**config.mk**
```make
export PLATFORM = sky130hd
export DESIGN_NAME = tp_loop_ctrl
export DESIGN_NICKNAME = d
export VERILOG_FILES = /design/src/rtl/tp_loop_ctrl.sv
export SDC_FILE = /design/constraint.sdc
export NUM_CORES = 1
export LEC_CHECK = 0
export ABC_AREA = 0
export BUFFER_PORTS_ARGS = -buffer_cell sky130_fd_sc_hd__buf_2
export CORE_AREA = 5 5 91 93
export CTS_CLUSTER_DIAMETER = 150
export DETAILED_ROUTE_END_ITERATION = 16
export DIE_AREA = 0 0 96 98
export HOLD_SLACK_MARGIN = 0.03
export PLACE_DENSITY = 0.44
export SLEW_MARGIN = 20
export SYNTH_ARGS = -nofsm -noshare
export SYNTH_HDL_FRONTEND = slang
export SYNTH_SLANG_ARGS = --single-unit
```
**constraint.sdc**
```tcl
create_clock -name clk -period 3.9 [get_ports clk]
set_clock_uncertainty 0.05 [all_clocks]
set_input_delay 1.17 -clock clk [delete_from_list [all_inputs] [get_ports clk]]
set_output_delay 1.17 -clock clk [all_outputs]
set_load 0.05 [all_outputs]
```
**src/rtl/tp_loop_ctrl.sv**
```systemverilog
module tp_loop_ctrl #(
  parameter int CNT_W = 16,
  parameter int LANES = 16
) (
  input  logic             clk,
  input  logic             rst_n,
  input  logic             go_i,
  input  logic [CNT_W-1:0] elems_i,
  input  logic [1:0]       esize_i,
  input  logic             pass_done_i,
  output logic [LANES-1:0] lane_en_o,
  output logic             busy_o,
  output logic             done_o
);
  localparam int LW = $clog2(LANES) + 1;

  logic [CNT_W-1:0] rem_q;
  logic [LW-1:0]    lanes_q;
  logic             busy_q, done_q;

  logic [CNT_W-1:0] lanes_ext;
  logic             last_pass;
  logic [LW-1:0]    take;
  logic [LANES:0]   mask_wide;

  assign lanes_ext = CNT_W'(lanes_q);
  assign last_pass = rem_q <= lanes_ext;
  assign take      = last_pass ? LW'(rem_q) : lanes_q;
  assign mask_wide = ((LANES+1)'(1) << take) - (LANES+1)'(1);

  assign lane_en_o = busy_q ? mask_wide[LANES-1:0] : '0;
  assign busy_o    = busy_q;
  assign done_o    = done_q;

  always_ff @(posedge clk) begin
    if (!rst_n) begin
      rem_q   <= '0;
      lanes_q <= '0;
      busy_q  <= 1'b0;
      done_q  <= 1'b0;
    end else begin
      done_q <= 1'b0;
      if (!busy_q) begin
        if (go_i) begin
          if (elems_i == '0) begin
            done_q <= 1'b1;
          end else begin
            busy_q  <= 1'b1;
            rem_q   <= elems_i;
            lanes_q <= LW'(LANES) >> esize_i;
          end
        end
      end else if (pass_done_i) begin
        if (last_pass) begin
          rem_q  <= '0;
          busy_q <= 1'b0;
          done_q <= 1'b1;
        end else begin
          rem_q <= rem_q - lanes_ext;
        end
      end
    end
  end
endmodule

```
==> results of run 1 <==
layer usage:
metal	wire length [um]	share of wire [%]	track usage [%]	vias up
li1	-	-	-	1178
met1	3420	46	21.6	1103
met2	3560	48	25.8	59
met3	258	3.5	2.00	8
met4	125	1.7	5.03	0
met5	0	0	0	-
state kept, by name (all words and copies together), names as in the netlist:
| name | flops |
|---|---|
| done_o | 1 |
| rem_q | 16 |
| lanes_q | 4 |
| busy_o | 1 |
kinds of logic (layout without fill, tap and decap cells):
family | count (synthesis) | in the layout | share of synthesized area (%)
compound gates | 94 | 94 | 30.9
xor+xnor | 6 | 6 | 2.65
simple gates | 122 | 122 | 33.9
fa+ha+maj | 6 | 6 | 3.79
flops | 22 | 22 | 22.2
buf+inv | 27 | 94 | 5.56
mux | 2 | 2 | 1.01
worst max-delay path: cells and delay by family (launching register included):
| kind | cells | cell delay, ns |
|---|---|---|
| fa+ha+maj | 1 | 0.28 |
| simple gates | 3 | 0.78 |
| compound gates | 3 | 0.72 |
| buf+inv | 3 | 0.34 |
| flops | 1 | 0.34 |
stage by stage:
stage / utilization [%] / worst slack, ns / cell area [um^2]
after floorplan: - / 0.00396 / 2150
after global placement: 35.0 / 0.0353 / 2600
after detailed placement: 35.0 / -0.00829 / 2600
after CTS: 37.6 / -0.0692 / 2800
after global routing: 38.3 / -0.203 / 2850
final: 38.3 / -0.0631 / 2850
area by class of cell:
type / count / area [um^2]
Fill cell: 824 / 4600
Multi-Input combinational cell: 230 / 1630
Timing Repair Buffer: 76 / 520
Sequential cell: 22 / 447
Tap cell: 102 / 128
Inverter: 14 / 52.6
Clock buffer: 3 / 41.3
Clock inverter: 1 / 30.0
timing repair:
item / 4_1_cts / 5_1_grt
setup buffers: 6 / 3
resized for setup: 25 / 6
endpoints found under the setup margin: 6 / 7
pin swaps: 8 / 6
hold buffers: 0 / 0
where the power goes:
| group | internal [W] | switching (W) | total (W) |
|---|---|---|---|
| sequential | 0.000246 | 0.0000204 | 0.000266 |
| clock | 0.000137 | 0.0000856 | 0.000223 |
| combinational | 0.000297 | 0.000448 | 0.000745 |
| total | 0.000680 | 0.000554 | 0.00123 |
layout by cell type (no fill, tap or decap), types with 4 or more instances in the layout:
cell type and n:
buf_2 32, o21ai_1 6, nand3_1 11, xnor2_1 4, and2_1 5, a31oi_1 8
nor2b_1 6, dfxtp_1 17, dfxtp_2 5, ha_4 5, buf_6 6, nor3_1 15
buf_4 37, o21a_1 4, o21ai_0 22, nor4_1 8, nor2_1 25, o211ai_1 4
a21oi_1 17, nand2_1 21, inv_1 11
how the worst max path moves through the flow:
stage,startpoint,cells after the start,to
after CTS,lanes_q[4],12,lane_en_o[6]
final,lanes_q[4],10,lane_en_o[6]
after global routing,lanes_q[4],12,lane_en_o[12]
after floorplan,lanes_q[2],13,lane_en_o[6]
after global placement,lanes_q[4],11,lane_en_o[6]
after detailed placement,lanes_q[4],11,lane_en_o[6]
==> metrics, run 1 <==
antenna viol nets, final 0; Worst Hold Margin 0.434 ns; WP data arrival 2.74 ns; Setup crit end kind primary output; first-pass GRT wire length 11.8 mm; io pins 40; Sink Count 22; violated checks negative setup slack; critical path's slowest cell or3_4; leading post-synthesis cells by cell area dfxtp_1 (22%), o21ai_0 (6.1%), nor2_1 (5.5%); initial core utilization 26.6%; layout cells sized above 1 36.1%; worst skew pair latency 0.27 ns; Post-Synthesis Cells 279; Cell Chain, Critical Path inv_2 > ha_4 > and3b_2 > nand4_1 > o21a_1 > buf_4 > or3_4 > a221oi_2 > o221a_2 > buf_8; r2r worst-path depth 10; Vias 2,348; post-synth top area share 22.2%; Synth Register Bits 22; Sum Neg Setup Slack -0.144 ns; Tmin final 3.96 ns; area added between synthesis and finish 43.8%; DRT iter0 DRCs 119; Rel. slew slack 43.9%; Worst-path clk slew 0.09 ns; CP Max Fanout 5; initial antenna violation count 0; Vias/cell 5.24; Power Density 433 nW/um^2; largest net degree at the start of global routing 26; worst r2r dst rem_q[7]; Peak VDD IR 134 uV; EDFF count, synth 0; Hold Path Class register to register; I/O Buffers 39; fraction of registers with async set/reset 0%; status complete, but fails checks; Max stage delay on crit path 0.39 ns; Seq/Total Area, Yosys 22.2%; reg2reg setup slack 1.23 ns; DR pass1 iterations 4; drt drc 0; mean area per synthesized cell 7.10 um^2; static leakage 1.15 nW; antenna fix cells 0; final hold violations 0; FMAX 0.252 GHz; Worst R2R Start lanes_q[4]; Synth warnings 0; Layout Cells excl Fill 448; core area 7450 um^2; vias in the first global route 2,349; fin crit share 102%; Tot Pwr 0.00123 W; unrepaired setup endpoints after global routing yes; Main synth FF type dfxtp_1; Post-Syn Area 1980 um^2; fin. max-slew vios 0; GP Congestion 0.804; Congestion Overflow GR 0; Routed WL per cell 16.4 um; final net count 375; Clock Path Buffers 2; most numerous cell in the Yosys netlist nor2_1; DIE HEIGHT 98 um; Die W 96 um; CTS HTree Levels 1; TritonCTS Buffers 3; worst-margin pin slew 0.836 ns; Tot GR Track Use 15.9%; Max Cap Violations 0; hpwl dp 5.58 mm; Unique masters post-synth 57; WL final 7.37 mm; hold path endpoint rem_q[7]; num rows 32; CP Class register to primary output; most frequent cells after synthesis nor2_1 (29), o21ai_0 (24), dfxtp_1 (22), nand2_1 (21), a21oi_1 (18); placed insts 435; CTS tree built; CP required 2.68 ns; hold path start rem_q[7]; clock root buffer clkbuf_8; Post-Syn Nets 307; setup violators final 3; Die Area 9410 um^2; kind of start point of the critical path register; area leader, netlist dfxtp_1; hold path cells 2; Setup WS post-layout -0.0631 ns
Power figures use the tool's default switching activity.
==> run 2: changes to the inputs <==
BUFFER_PORTS_ARGS = unset   (was -buffer_cell sky130_fd_sc_hd__buf_2)
DONT_BUFFER_PORTS = 1   (was unset)
PLACE_DENSITY = 0.39   (was 0.44)
==> metrics, run 2 (same netlist as run 1, synthesis figures left out) <==
DR pass1 iterations 4 (unchanged); clock root buffer clkbuf_8 (unchanged); WL final 7.61 mm (was 7.37 mm); most frequent cells in the layout buf_4 (41), nor2_1 (25), o21ai_0 (22) (was buf_4 (37), buf_2 (32), nor2_1 (25)); fin. max-slew vios 0 (unchanged); hold path cells 2 (unchanged); Regs by FF count rem_q: 16 flops, lanes_q: 4 flops (unchanged); commonest non-fill, non-tap cell in the layout buf_4 (unchanged); max reg flops 16 (unchanged); hold path start rem_q[7] (unchanged); Worst Hold Margin 0.441 ns (was 0.434 ns); Worst R2R Start busy_o (was lanes_q[4]); Congestion Overflow GR 0 (unchanged); final hold violations 0 (unchanged); GP Congestion 0.833 (was 0.804); hold path endpoint rem_q[7] (unchanged); Tot GR Track Use 16.3% (was 15.9%); Hold Path Class register to register (unchanged); Placed Area 2560 um^2 (was 2600 um^2); worst r2r dst rem_q[6] (was rem_q[7]); antenna viol nets, final 0 (unchanged); Max Cap Violations 0 (unchanged); initial core utilization 26.6% (unchanged); Layout Cells excl Fill 425 (was 448); largest net degree at the start of global routing 26 (unchanged); io pins 40 (unchanged); kind of start point of the critical path register (unchanged); Tmin final 3.94 ns (was 3.96 ns); layout cells sized above 1 32.9% (was 36.1%); fin crit share 101% (was 102%); Reg with most FFs rem_q (unchanged); worst skew pair latency 0.28 ns (was 0.27 ns); area added between synthesis and finish 44.0% (was 43.8%); I/O Buffers 0 (was 39); final net count 351 (was 375); core area 7450 um^2 (unchanged); first-pass GRT wire length 12.0 mm (was 11.8 mm); violated checks negative setup slack (unchanged); worst-margin pin slew 0.782 ns (was 0.836 ns); setup violators final 3 (unchanged); Rel. slew slack 47.5% (was 43.9%); Die Area 9410 um^2 (unchanged); static leakage 1.07 nW (was 1.15 nW); Post-CTS Hold Fix Bufs 0 (unchanged); CP Max Fanout 8 (was 5); DIE HEIGHT 98 um (unchanged); num rows 32 (unchanged); CTS HTree Levels 1 (unchanged); post-layout instance area 2850 um^2 (about the same); Routed WL per cell 17.9 um (was 16.4 um); Vias 2,288 (was 2,348); r2r worst-path depth 6 (was 10); hpwl dp 5.74 mm (was 5.58 mm); FMAX 0.254 GHz (was 0.252 GHz); unrepaired setup endpoints after global routing yes (unchanged); Vias/cell 5.38 (was 5.24); initial antenna violation count 1 (was 0); Die W 96 um (unchanged); CP startpoint lanes_q[4] (unchanged); Worst-path clk slew 0.10 ns (was 0.09 ns); CP required 2.68 ns (about the same); Sink Count 22 (unchanged); status complete, but fails checks (unchanged); Sum Neg Setup Slack -0.0771 ns (was -0.144 ns); Setup crit end kind primary output (unchanged); TritonCTS Buffers 3 (unchanged); CTS tree built (unchanged); vias in the first global route 2,273 (was 2,349); Power Density 448 nW/um^2 (was 433 nW/um^2); placed insts 405 (was 435); Setup WS post-layout -0.0442 ns (was -0.0631 ns); drt drc 0 (unchanged); Peak VDD IR 151 uV (was 134 uV); WP data arrival 2.72 ns (was 2.74 ns); DRT iter0 DRCs 131 (was 119); CP Class register to primary output (unchanged); Clock Path Buffers 2 (unchanged); Tot Pwr 0.00128 W (was 0.00123 W); reg2reg setup slack 1.25 ns (was 1.23 ns)
run 2: cell count changes in the layout (fill, tap and decap cells not counted), sizes merged:
cell   before  now
buf        76   52
diode       0    1
run 2: worst max-delay path by stage:
stage | end | cells after the start | slack, ns
final | lane_en_o[12] | 12 | -0.04
after global routing | lane_en_o[8] | 13 | -0.16
after CTS | lane_en_o[12] | 12 | -0.07
after detailed placement | lane_en_o[14] | 12 | 0.09
after global placement | lane_en_o[6] | 11 | 0.11
after floorplan | lane_en_o[6] | 13 | 0.004
run 2: per-layer routing:
metal	GRT usage, %	wire [um]
met3	2.70	348
met2	25.0	3470
met5	0	0
met1	22.2	3540
met4	6.78	247
run 2: repair_timing:
item / 4_1_cts / 5_1_grt
endpoints found under the setup margin: 6 / 11
pin swaps: 11 / 10
buffers inserted: 9 / 6
gates resized for setup: 16 / 11
run 2: power by group:
part / switching, W / total [W] / internal, W / leakage, nW
Sequential: 0.0000275 / 0.000273 / 0.000246 / 0.183
Clock: 0.0000867 / 0.000224 / 0.000137 / 0.0357
Combinational: 0.000447 / 0.000782 / 0.000335 / 0.856
Total: 0.000561 / 0.00128 / 0.000718 / 1.07
run 2: final cells by class:
type | count | area (um^2)
antenna | 1 | 2.50
clock buffer | 3 | 41.3
clock inverter | 1 | 30.0
fill | 828 | 4590
inverter | 14 | 52.6
multi-input combinational | 230 | 1660
sequential | 22 | 449
tap | 102 | 128
timing repair buffer | 52 | 493
run 2: critical path, cell delays in order (launching register included):
cell	delay, ns
dfxtp_2	0.34
inv_2	0.05
ha_4	0.27
and3b_2	0.22
nand4_1	0.17
o21ai_4	0.13
nand2_4	0.09
a31oi_4	0.19
ha_4	0.20
o211ai_4	0.12
or3_4	0.37
a21oi_4	0.15
buf_12	0.15
run 2: through the flow:
stage               util [%]  worst slack [ns]
floorplan                  -           0.00396
global placement        34.4             0.110
detailed placement      34.4            0.0905
CTS                     37.0           -0.0676
global route            38.3            -0.160
finish                  38.3           -0.0442
